`src/rtl/addr_recog_pkg.sv`:
```
package addr_recog_pkg;

  typedef enum logic [1:0] {
    PH_IDLE   = 2'd0,
    PH_FIRST  = 2'd1,
    PH_SECOND = 2'd2,
    PH_DATA   = 2'd3
  } phase_e;

  typedef struct packed {
    logic ten_prefix;   // upper bits hold the 10-bit prefix pattern
    logic high_range;   // upper four bits all ones
    logic hi_match;     // embedded high address bits equal configured ones
    logic seven_match;  // upper seven bits equal configured 7-bit address
    logic low_match;    // whole byte equals configured low address byte
    logic rw;           // direction bit
  } byte_class_t;

endpackage

```
`src/rtl/addr_recog_classify.sv`:
```
module addr_recog_classify
  import addr_recog_pkg::*;
#(
  parameter int BYTE_W  = 8,
  parameter int A7_W    = 7,
  parameter int A10_W   = 10
) (
  input  logic [BYTE_W-1:0] byte_in,
  input  logic [A10_W-1:0]  addr,
  output byte_class_t       cls
);

  localparam int HI_W  = A10_W - BYTE_W;
  localparam int PFX_W = BYTE_W - 1 - HI_W;
  localparam logic [PFX_W-1:0] PFX_PATTERN = {{(PFX_W-1){1'b1}}, 1'b0};
  localparam logic [PFX_W-2:0] HIGH_ONES   = {(PFX_W-1){1'b1}};

  always_comb begin
    cls.ten_prefix  = (byte_in[BYTE_W-1 -: PFX_W] == PFX_PATTERN);
    cls.high_range  = (byte_in[BYTE_W-1 -: PFX_W-1] == HIGH_ONES);
    cls.hi_match    = (byte_in[HI_W:1] == addr[A10_W-1 -: HI_W]);
    cls.seven_match = (byte_in[BYTE_W-1:1] == addr[A7_W-1:0]);
    cls.low_match   = (byte_in == addr[BYTE_W-1:0]);
    cls.rw          = byte_in[0];
  end

endmodule

```
`src/rtl/addr_recog_memo.sv`:
```
module addr_recog_memo (
  input  logic clk,
  input  logic rst,
  input  logic clr_stop,
  input  logic clr_miss,
  input  logic set_hit,
  output logic memo_q
);

  always_ff @(posedge clk) begin
    if (rst || clr_stop || clr_miss) memo_q <= 1'b0;
    else if (set_hit)                memo_q <= 1'b1;
  end

endmodule

```
`src/rtl/addr_recog_fsm.sv`:
```
module addr_recog_fsm
  import addr_recog_pkg::*;
(
  input  logic        clk,
  input  logic        rst,
  input  logic        cfg_ten_bit,
  input  logic        rx_valid,
  input  logic        ev_start,
  input  logic        ev_rstart,
  input  logic        ev_stop,
  input  byte_class_t cls,
  input  logic        memo_q,
  output phase_e      phase_q,
  output logic        ack_q,
  output logic        sel_q,
  output logic        dir_q,
  output logic        done_q,
  output logic        memo_set,
  output logic        memo_clr
);

  phase_e ph_d;
  logic   ack_d, sel_d, dir_d, done_d;

  always_comb begin
    ph_d     = phase_q;
    ack_d    = 1'b0;
    done_d   = 1'b0;
    sel_d    = sel_q;
    dir_d    = dir_q;
    memo_set = 1'b0;
    memo_clr = 1'b0;
    if (ev_stop) begin
      ph_d  = PH_IDLE;
      sel_d = 1'b0;
      dir_d = 1'b0;
    end else if (ev_start || ev_rstart) begin
      ph_d  = PH_FIRST;
      sel_d = 1'b0;
      dir_d = 1'b0;
    end else if (rx_valid) begin
      unique case (phase_q)
        PH_FIRST: begin
          ph_d   = PH_DATA;
          done_d = 1'b1;
          if (!cfg_ten_bit) begin
            if (cls.seven_match && !cls.high_range) begin
              ack_d = 1'b1;
              sel_d = 1'b1;
              dir_d = cls.rw;
            end else begin
              memo_clr = 1'b1;
            end
          end else if (cls.ten_prefix && cls.hi_match) begin
            if (!cls.rw) begin
              ph_d   = PH_SECOND;
              done_d = 1'b0;
              ack_d  = 1'b1;
            end else if (memo_q) begin
              ack_d = 1'b1;
              sel_d = 1'b1;
              dir_d = 1'b1;
            end else begin
              memo_clr = 1'b1;
            end
          end else begin
            memo_clr = 1'b1;
          end
        end
        PH_SECOND: begin
          ph_d   = PH_DATA;
          done_d = 1'b1;
          if (cls.low_match) begin
            ack_d    = 1'b1;
            sel_d    = 1'b1;
            dir_d    = 1'b0;
            memo_set = 1'b1;
          end else begin
            memo_clr = 1'b1;
          end
        end
        default: ;
      endcase
    end
  end

  always_ff @(posedge clk) begin
    if (rst) begin
      phase_q <= PH_IDLE;
      ack_q   <= 1'b0;
      sel_q   <= 1'b0;
      dir_q   <= 1'b0;
      done_q  <= 1'b0;
    end else begin
      phase_q <= ph_d;
      ack_q   <= ack_d;
      sel_q   <= sel_d;
      dir_q   <= dir_d;
      done_q  <= done_d;
    end
  end

endmodule

```
`src/rtl/i2c_addr_recog.sv`:
```
module i2c_addr_recog
  import addr_recog_pkg::*;
#(
  parameter int BYTE_W = 8,
  parameter int A7_W   = 7,
  parameter int A10_W  = 10
) (
  input  logic              clk,
  input  logic              rst,
  input  logic              cfg_ten_bit,
  input  logic [A10_W-1:0]  cfg_addr,
  input  logic [BYTE_W-1:0] rx_byte,
  input  logic              rx_valid,
  input  logic              ev_start,
  input  logic              ev_rstart,
  input  logic              ev_stop,
  output logic              ack_req,
  output logic              selected,
  output logic              dir_read,
  output logic              match_done
);

  byte_class_t cls;
  phase_e      phase_q;
  logic        memo_q, memo_set, memo_clr;

  addr_recog_classify #(
    .BYTE_W(BYTE_W), .A7_W(A7_W), .A10_W(A10_W)
  ) u_classify (
    .byte_in (rx_byte),
    .addr    (cfg_addr),
    .cls     (cls)
  );

  addr_recog_fsm u_fsm (
    .clk        (clk),
    .rst        (rst),
    .cfg_ten_bit(cfg_ten_bit),
    .rx_valid   (rx_valid),
    .ev_start   (ev_start),
    .ev_rstart  (ev_rstart),
    .ev_stop    (ev_stop),
    .cls        (cls),
    .memo_q     (memo_q),
    .phase_q    (phase_q),
    .ack_q      (ack_req),
    .sel_q      (selected),
    .dir_q      (dir_read),
    .done_q     (match_done),
    .memo_set   (memo_set),
    .memo_clr   (memo_clr)
  );

  addr_recog_memo u_memo (
    .clk     (clk),
    .rst     (rst),
    .clr_stop(ev_stop),
    .clr_miss(memo_clr),
    .set_hit (memo_set),
    .memo_q  (memo_q)
  );

endmodule

```
`config.mk`:
```
export PLATFORM = sky130hd
export DESIGN_NAME = i2c_addr_recog
export DESIGN_NICKNAME = d
export VERILOG_FILES = /design/src/rtl/addr_recog_pkg.sv /design/src/rtl/addr_recog_classify.sv /design/src/rtl/addr_recog_memo.sv /design/src/rtl/addr_recog_fsm.sv /design/src/rtl/i2c_addr_recog.sv
export SDC_FILE = /design/constraint.sdc
export NUM_CORES = 1
export LEC_CHECK = 0
export BUFFER_PORTS_ARGS = -buffer_cell sky130_fd_sc_hd__buf_2
export CAP_MARGIN = 30
export CORE_AREA = 2 2 39 41
export CTS_CLUSTER_SIZE = 28
export DETAILED_ROUTE_END_ITERATION = 10
export DIE_AREA = 0 0 41 43
export PLACE_DENSITY = 0.77
export SYNTH_ARGS = -nofsm -noshare
export SYNTH_HDL_FRONTEND = slang
export SYNTH_SLANG_ARGS = --single-unit
```
`constraint.sdc`:
```
create_clock -name clk -period 3.95 [get_ports clk]
set_input_delay 0.79 -clock clk [delete_from_list [all_inputs] [get_ports clk]]
set_output_delay 0.79 -clock clk [all_outputs]
set_load 0.03 [all_outputs]
```
Word level (Yosys, flattened, before mapping)
Cells that the tools add are included.
Storage, ports and cells
  register bits after elaboration: 7
  bits of input ports: 25
  output and inout bits: 4
  word-level logic and storage cells: 77
Operators by class
  eq/ne operators: 12
  muxes and demuxes: 42
  bitwise operators: 1
  reduce and logical (&&, ||, !) cells: 15
Operators by type and width (number)
  2-to-1 mux 1 bit: 34
  one-hot mux 1 bit (2 select lines): 5
  inequality test 3 x 2 -> 1 bit (second input constant): 3
  equality test 8 bit: 1
  equality test 7 bit: 1
  AND reduction 7 bit: 1
  equality test 5 bit (second input constant): 1
  equality test 4 bit (second input constant): 1
  2-to-1 mux 2 bit: 2
  one-hot mux 2 bit (2 select lines): 1
  AND reduction 2 bit: 2
  nonzero test 2 bit: 2
  OR reduction 4 bit: 1
  logical OR 1 bit: 3
  inequality test 3 bit (second input constant): 1
  nonzero test 3 bit: 1
  OR reduction 3 bit: 1
  equality test 2 x 1 -> 1 bit (second input constant): 1
  equality test 2 bit: 1
  equality test 2 bit (second input constant): 1
  logical AND 1 bit: 2
  inequality test 2 bit (second input constant): 1
  OR reduction 2 bit: 1
  zero test 1 bit: 1
  inverter 1 bit: 1

Logic depth before layout (Yosys ltp)
Gate-level depths: netlist (run 1).
  depth in word-level cells: 10
  gate-level depth with buffers: 7
  depth with buffers taken out: 7

By module
A second synthesis (run 1) with hierarchy kept.
Second synthesis, totals
  cell total of the unflattened synthesis: 73
  area total of the unflattened synthesis: 605.6 um^2
By module, submodules not included
  addr_recog_fsm: times used 1, cells each 44, area an instance 356.6 um^2, seq. area each 120.1 um^2
  addr_recog_classify: times used 1, cells each 26, area an instance 212.7 um^2, seq. area each 0.0 um^2
  addr_recog_memo: times used 1, cells each 3, area an instance 36.3 um^2, seq. area each 20.0 um^2

Worst setup path after synthesis (run 1)
No wires, ideal clock.
  path kind: input -> register
  start point: input rx_byte[3]
  end point: register u_fsm.dir_q
  setup time: 0.072 ns
  data arrival time: 1.931 ns
  data required time: 3.878 ns
  slack: 1.948 ns
  stages on the path: 5
  cells stage by stage: nand4b_1 > or4_4 > o21ai_1 > o211a_1 > mux2i_1
Between the ends
  cells in the longest elaborated chain, start to end: 4
  elaborated cells on any way between the ends: 9
  those cells by class: eq/ne (6); reduce/logical (3)
RTL lines
  start, declared: line i2c_addr_recog.sv:12  | input logic [BYTE_W-1:0] rx_byte,
  equality test 7 bit / equality test 5 bit (equally long branches): line addr_recog_classify.sv:22, addr_recog_classify.sv:19
  logical AND 1 bit (on tied branches): line addr_recog_fsm.sv:47, addr_recog_fsm.sv:54
  inequality test 3 x 2 -> 1 bit (no source line)
  AND reduction 7 bit (no source line) (*)
  end signal, assigned: line addr_recog_fsm.sv:98  | dir_q <= dir_d;
  end, declared: line addr_recog_fsm.sv:16  | output logic dir_q,
Mark *: on every way between the ends. The rest lies on a longest branch, timed or not.
A chain may end at the register's enable or synchronous reset.

Final worst setup path (run 1)
  start point: input rx_byte[2]
  end point: register u_fsm.dir_q
Between the ends
  cells in the longest elaborated chain, start to end: 4
  elaborated cells on any way between the ends: 9
  those cells by class: eq/ne (6); reduce/logical (3)
RTL lines (line)
  equality test 7 bit / equality test 2 bit (equally long branches): addr_recog_classify.sv:22, addr_recog_classify.sv:21
  logical AND 1 bit (on tied branches): addr_recog_fsm.sv:47, addr_recog_fsm.sv:54
  inequality test 3 x 2 -> 1 bit (no source line)
  AND reduction 7 bit (no source line) (*)
Marked as above.

==> results list, run 1 <==
- Synthesized instance count: slightly below 70
- Before antenna repair, the detailed router went through 3 iterations.
* Top fanout value on the critical path: 3
- Along the worst hold path, the cell count comes to 1.
* Number of antenna violations at the first check in global routing: 0
- The count of final hold-check violations was 0.
- Number of levels in the clock H-tree: 1
- Vertical extent of the die: between 40 and 50 µm
- The number of clock buffers added by TritonCTS is 3.
* Maximum number of pins on one net before global-route repair: 7
* Initial Utilization: between 40% and 50%
- In this run the tool buffered the top-level ports with 28 buffer cells.
* Number of global-route vias before repair: roughly 600
- Cells with a size suffix above 1 make up roughly 34% of the layout.
- Clock sink total: 7
- Run status: finished, final reports clean
- Cell area after placement: roughly 740 µm²
* Power density of the placed cells: roughly 240 mW/mm²
- Critical-path top delay cell: sky130_fd_sc_hd__nor4_1
- Highest ir drop seen on vdd: 104 µV
- Number of top-level pins: 29
- The finished cells cover roughly 760 µm².
* Global router's overall resource usage: between 20 and 25%
- Layout-stage area growth over the synthesis result: 32.3%
- On the worst path, the slowest cell contributes a delay of roughly 500 ps.
* DRT iter0 DRCs: 6
- After detailed routing, the average wire length per cell comes to ~12 µm.
- Number of buffers inserted by hold repair at cts: 0
- Clock Tree Buf Depth: 2
- CP startpoint kind: input pin
* Number of different library cells in the post-synthesis netlist: 27
- Post-route setup TNS: 0 ps
* Share of the clock period used by the worst path after layout: 49.8%
- Clock-pin slew on the worst setup and hold paths: 50 ps
- The number of nets in the synthesized netlist is 96.
* Post-route minimum period: between 1500 and 2000 ps
- Fin Clk Skew: a little under 7 ps
* Wire length after detailed routing: ~1400 µm
* Critical path type: input pin to flip-flop
- Summed over all nets, the half-perimeter wirelength after detailed placement is ~1200 µm.
- Buffers added to address setup during post-CTS repair amount to 0.
- Unrepaired setup endpoints after global routing: no
* Mean instance size in the synthesized netlist: about 8.4 µm²
* Die outline area: between 0.0015 and 0.002 mm²
- Timing analysis after detailed placement gives a worst setup slack of between 1500 and 2000 ps.
- Number of cells upsized or downsized after cts: 0
- For the pin with the worst max-slew slack, the measured transition is between 700 and 800 ps.
* Final number of setup-violating endpoints: 0
- Register-to-Register Path Depth: 7
- The Yosys step of the flow raised 0 warnings.
* HP Class: flip-flop to flip-flop
* Number of register bits inferred by synthesis: 7
- 0 antenna diodes ended up in the layout.
- Required time worst endpoint: about 4100 ps
- Filler cell count: around 140
- Total overflow reported by the global router: 0
- The count of nets left with antenna violations once routing finished came out at 0.
- Number of max-slew violations in the final report: 0
- Root buffer selected by CTS: sky130_fd_sc_hd__clkbuf_4
- After floorplanning, the core was divided into 14 placement rows.
- Derived from the worst setup path, the maximum achievable clock frequency is about 510 MHz.
* Arrival time at the worst endpoint: about 2200 ps
- PnR worst setup slack: 1980 ps
* Final core occ: between 50 and 60%
- The first global-routing pass estimated around 2400 µm of wire.
- The design draws 186 µW.
- Residual DRC: 0
* Via count normalized by instance count: approximately 5.3
- Worst slew margin: between 40 and 50%
- The total area inside the core boundary comes to between 0.001 and 0.0015 mm².
- The final route contains between 600 and 700 vias.
- The floorplan step set the die width to between 40 and 50 µm.
- Area of the mapped netlist: 578 µm²
- Maximum Capacitance Violations: 0
- At the later pin of the worst-skew pair, clock insertion delay measures 260 ps.
* Slack of the worst reg-to-reg path: around 2300 ps
- Register area share after synthesis: 24.2%
- Setup crit end kind: flip-flop
- Pleak: about 0.3 nW
- Clock tree from TritonCTS: built
- At the end of routability-driven placement, the weighted congestion stood at between 0.8 and 0.9.
- For this run, the post-layout net count is ~130.
- The critical path goes through buf_2, xnor2_1, nand4_1, nor4_1, o211a_1, mux2i_1.
final cells by class:
class	instances	area (µm²)	share of cell area [%]
multi-input cells	58	423	55.3
flip-flops and latches	7	140	18.3
repair buffers	28	140	18.3
clock buffers	4	26.3	3.44
well taps	16	20.0	2.62
inverters	4	15.0	1.96
metrics by stage:
stage	hold WS, ps	instances
floorplan	462	69
global placement	449	113
detailed placement	457	113
CTS	470	117
global route	482	117
finish	466	117
cells in the final DEF (no fill, tap or decap), types with 2 or more instances in the layout:
master,instances
sky130_fd_sc_hd__a211oi_1,2
sky130_fd_sc_hd__buf_2,28
sky130_fd_sc_hd__clkbuf_4,3
sky130_fd_sc_hd__dfxtp_1,7
sky130_fd_sc_hd__ha_1,2
sky130_fd_sc_hd__inv_1,4
sky130_fd_sc_hd__nand2_1,6
sky130_fd_sc_hd__nand4_1,4
sky130_fd_sc_hd__nor2_1,4
sky130_fd_sc_hd__nor3_1,2
sky130_fd_sc_hd__nor4_1,2
sky130_fd_sc_hd__o21a_1,2
sky130_fd_sc_hd__o21ai_0,2
sky130_fd_sc_hd__o21ai_1,2
sky130_fd_sc_hd__xnor2_1,14
sky130_fd_sc_hd__xor2_1,3
worst max-delay path, delay by kind of cell:
family | cells | cell delay [ps]
and+or+nand+nor | 2 | 610
AOI/OAI and AO/OA | 1 | 280
muxes | 1 | 180
xor gates and xnor gates | 1 | 170
buffers and inverters | 1 | 130
where the power goes:
group	internal, mW	switching, mW	total, mW
Sequential	0.0715	0.000413	0.0719
Combinational	0.0240	0.0231	0.0472
Clock	0.0387	0.0279	0.0666
synthesized netlist by cell type:
cell type                  number  share of area [%]
sky130_fd_sc_hd__o21ai_0        2                1.7
sky130_fd_sc_hd__nand3_1        1               0.86
sky130_fd_sc_hd__nor4_1         2                2.2
sky130_fd_sc_hd__ha_1           2                4.3
sky130_fd_sc_hd__nor4b_1        1                1.5
sky130_fd_sc_hd__dfxtp_1        7                 24
sky130_fd_sc_hd__o211a_1        1                1.7
sky130_fd_sc_hd__xnor2_1       14                 21
sky130_fd_sc_hd__o211ai_1       1                1.3
sky130_fd_sc_hd__nand2b_1       1                1.1
sky130_fd_sc_hd__mux2i_1        1                1.7
sky130_fd_sc_hd__nand4b_1       1                1.5
sky130_fd_sc_hd__nor2_1         4                2.6
sky130_fd_sc_hd__o21a_1         2                2.6
sky130_fd_sc_hd__inv_1          4                2.6
sky130_fd_sc_hd__o21ai_1        2                1.7
sky130_fd_sc_hd__nor3_1         2                1.7
sky130_fd_sc_hd__a21boi_0       1                1.3
sky130_fd_sc_hd__a211oi_2       1                2.2
sky130_fd_sc_hd__a41oi_1        1                1.5
sky130_fd_sc_hd__a211oi_1       2                2.6
sky130_fd_sc_hd__nand2_1        6                3.9
sky130_fd_sc_hd__a21oi_2        1                1.5
sky130_fd_sc_hd__o41ai_1        1                1.5
sky130_fd_sc_hd__xor2_1         3                4.5
sky130_fd_sc_hd__nand4_1        4                4.3
sky130_fd_sc_hd__or4_4          1                1.9
layer usage:
layer  track usage (%)  wire length (µm)
met1              20.9               537
met2              32.5               715
met3              2.09               121
met4              18.0                53
met5                 0                 0
worst paths after layout:
kind                        end        startpoint
setup / recovery    u_fsm.dir_q        rx_byte[2]
hold / removal      u_fsm.sel_q       u_fsm.sel_q
setup reg to reg  u_memo.memo_q  u_fsm.phase_q[0]
hold reg to reg     u_fsm.sel_q       u_fsm.sel_q
kinds of logic (layout without fill, tap and decap cells):
kind of cell             after synthesis  in the layout  share of synthesized area, %
adder cells (fa/ha/maj)                2              2                          4.33
multiplexers                           1              1                          1.73
XOR/XNOR                              17             17                          25.8
flip-flops                             7              7                          24.2
buffers and inverters                  4             36                          2.60
AO/OA/AOI/OAI                         15             15                          19.7
AND/OR/NAND/NOR                       23             23                          21.6
registers in the layout, summed over array words and instances, names as in the netlist:
register and count:
u_fsm.phase_q 2, u_fsm.ack_q 1, u_fsm.dir_q 1, u_fsm.done_q 1, u_fsm.sel_q 1, u_memo.memo_q 1
Note: power is estimated with default switching activity, not from simulation.
==> run 2: changes to the inputs <==
--- a/config.mk
+++ b/config.mk
@@ -7,11 +7,11 @@
 export LEC_CHECK = 0
 export BUFFER_PORTS_ARGS = -buffer_cell sky130_fd_sc_hd__buf_2
 export CAP_MARGIN = 30
-export CORE_AREA = 2 2 39 41
+export CORE_MARGIN = 2
+export CORE_UTILIZATION = 43
 export CTS_CLUSTER_SIZE = 28
 export DETAILED_ROUTE_END_ITERATION = 10
-export DIE_AREA = 0 0 41 43
-export PLACE_DENSITY = 0.77
+export PLACE_DENSITY = 0.76
 export SYNTH_ARGS = -nofsm -noshare
 export SYNTH_HDL_FRONTEND = slang
 export SYNTH_SLANG_ARGS = --single-unit
==> constraint.sdc (replaced) <==
create_clock -name clk -period 1.84 [get_ports clk]
set_input_delay 0.368 -clock clk [delete_from_list [all_inputs] [get_ports clk]]
set_output_delay 0.368 -clock clk [all_outputs]
set_load 0.03 [all_outputs]
==> run 2 against run 1 <==
  * Die area decreased by 6.2%
  * Sequential share of layout area decreased by 0.32 points
  * Clock skew decreased by 1.4 ps
  * Register-to-register slack got worse by 2100 ps
  * Sequential power increased by 110%
  * Via count increased by 3.2%
  * Clock power increased by 110%
  * Largest cell class unchanged
  * Flip-flop and latch count unchanged
==> results list, run 2 (synthesis results as in run 1) <==
- The final setup violation count was 0 (unchanged).
- Global router's overall resource usage: 19.9% (was 20.1%)
- The max capacitance violation total was 0 (unchanged).
* Clock-pin slew on the worst setup and hold paths: 50 ps (about the same)
* Number of nets in the layout: 131 (was 129)
* Required time worst endpoint: 1970 ps (was 4140 ps)
- The global placement routability congestion is 0.828 (about the same).
* Power density of the placed cells: 509 mW/mm² (was 243 mW/mm²)
* Arrival time at the worst endpoint: 1780 ps (was 2160 ps)
- Proportion of layout cells with a drive suffix above 1: 35.0% (was 33.7%)
* Wire length after detailed routing: 1450 µm (was 1430 µm)
* Max FFs per register: 2 (unchanged)
- The total number of vias was 640 (was 620).
* Setup crit end kind: flip-flop (unchanged)
* I/O Buffers: 28 (unchanged)
* Layout-stage area growth over the synthesis result: 34.6% (was 32.3%)
- HP Class: input pin to flip-flop (was flip-flop to flip-flop)
* Via count normalized by instance count: 5.42 (was 5.30)
- The count of final hold-check violations is 0 (unchanged).
- The clock period could shrink to between 1500 and 2000 ps.
* TritonCTS buffer count: 3 (unchanged)
* Pre-CTS worst setup slack: 33.5 ps (was 1710 ps)
* Number of nets with antenna violations after detailed routing: 0 (unchanged)
* First-pass iteration count of the detailed router: 4 (was 3)
- The die span in y came to 40.7 µm (was 43 µm).
- The final instance count without filler cells came to 118 (was 117).
- Highest-count cells in the layout ignoring fill and taps: sky130_fd_sc_hd__buf_2 (28), sky130_fd_sc_hd__xnor2_1 (14), sky130_fd_sc_hd__dfxtp_1 (7) (unchanged).
* DRT iter0 DRCs: 9 (was 6)
* Number of standard-cell rows in the floorplan: 13 (was 14)
- Number of top-level pins: 29 (unchanged)
- Die outline area: 0.00165 mm² (was 0.00176 mm²)
- Timing would allow up to 609 MHz.
- The wire length per cell was 12.3 µm (was 12.2 µm).
* Dpl hpwl: 1190 µm (was 1240 µm)
- Run status: finished, final reports clean (unchanged)
* Post-route setup TNS: 0 ps (unchanged)
* Number of cells upsized or downsized after cts: 0 (unchanged)
- The cell leakage power is 0.311 nW (was 0.300 nW).
* Final core occ: 60.6% (was 55.2%)
- The number of sinks on the clock net is 7 (unchanged).
* Share of the clock period used by the worst path after layout: around 89%
- The hold buffer count at cts came to 0 (unchanged).
- The post-layout worst setup margin was 199 ps (was 1980 ps).
* Top fanout value on the critical path: 4 (was 3)
- The worst relative slew slack came to 77.5% (was 48.3%).
- The wire length of the first global-routing pass is 2150 µm (was 2350 µm).
- Clock tree from TritonCTS: built (unchanged)
- The cell count after placement is 114 (was 113).
* Register ranked first by flip-flop count: u_fsm.phase_q (unchanged)
- Die extent in x: 40.7 µm (was 41 µm)
* Initial Utilization: 45.0% (was 41.8%)
- Root buffer selected by CTS: sky130_fd_sc_hd__clkbuf_4 (unchanged)
- Unrepaired setup endpoints after global routing: no (unchanged).
- The worst clock skew is 5.44 ps (was 6.84 ps).
* Number of global-route vias before repair: 553 (was 605)
- The sort of element at the start of the critical path is a flip-flop (was input pin).
- Worst-skew pair later-pin latency: 250 ps (was 260 ps)
- The peak supply drop was 292 µV (was 104 µV).
- Slew of the pin with the lowest slew margin: 333 ps (was 768 ps)
- The number of setup buffers added after CTS came to 0 (unchanged).
* Clock Tree Buf Depth: 2 (unchanged)
- The number of DRC violations after detailed routing came to 0 (unchanged).
- The number of pins exceeding their max-slew limit in the final report is 0 (unchanged).
- Critical path type: flip-flop to flip-flop (was input pin to flip-flop)
- The most common library cell in the layout ignoring fill and taps is sky130_fd_sc_hd__buf_2 (unchanged).
- The initial antenna violation count was 0 (unchanged).
* Number of levels in the clock H-tree: 1 (unchanged)
* Antenna diode count: 0 (unchanged)
- The area of the placeable core is 0.00128 mm² (was 0.00138 mm²).
- Total overflow reported by the global router: 0 (unchanged)
- The maximum number of pins on one net before global-route repair is 7 (unchanged).
[run 2: cell count changes in the layout (fill, tap and decap cells not counted), sizes merged]
cell  delta
buf      +2
[run 2: cell type report]
cell class	instances	area, µm²
inverters	4	15.0
repair buffers	30	155
flip-flops and latches	7	140
fillers	124	507
well taps	15	18.8
clock buffers	4	26.3
multi-input cells	58	423
[run 2: stage by stage]
stage | hold slack, ps | total power [mW] | instance area, µm²
6_report | 325 | 0.396 | 778
5_1_grt | 326 | 0.422 | 778
4_1_cts | 322 | 0.399 | 778
3_5_place_dp | 457 | 0.260 | 752
3_3_place_gp | 446 | 0.257 | 752
2_1_floorplan | 441 | 0.207 | 578
[run 2: power breakdown]
part / total, mW / switching, mW / internal [mW]
logic: 0.102 / 0.0501 / 0.0523
clock network: 0.140 / 0.0567 / 0.0828
registers: 0.154 / 0.000916 / 0.153
[run 2: final timing paths]
check             depth (start not counted)  slack (ps)        startpoint               end
hold / removal                            2         320           ev_stop  u_fsm.phase_q[0]
setup reg to reg                          7         200  u_fsm.phase_q[0]     u_memo.memo_q
setup / recovery                          7         200  u_fsm.phase_q[0]     u_memo.memo_q
hold reg to reg                           2         460       u_fsm.dir_q       u_fsm.dir_q
[run 2: critical path: stages (launching register included)]
cell and delay [ps]:
sky130_fd_sc_hd__dfxtp_1 330, sky130_fd_sc_hd__inv_1 60, sky130_fd_sc_hd__ha_1 280, sky130_fd_sc_hd__nand2b_1 200, sky130_fd_sc_hd__nor2_1 100, sky130_fd_sc_hd__nand2_1 130, sky130_fd_sc_hd__nor4b_1 330, sky130_fd_sc_hd__nor3_1 90
[run 2: metal layers]
| layer | vias to the layer above | wire length, µm | track usage, % |
|---|---|---|---|
| li1 | 320 | - | - |
| met1 | 280 | 586 | 22.1 |
| met2 | 34 | 712 | 32.1 |
| met3 | 6 | 111 | 5.43 |
| met4 | 0 | 41 | 15.0 |
| met5 | - | 0 | 0 |
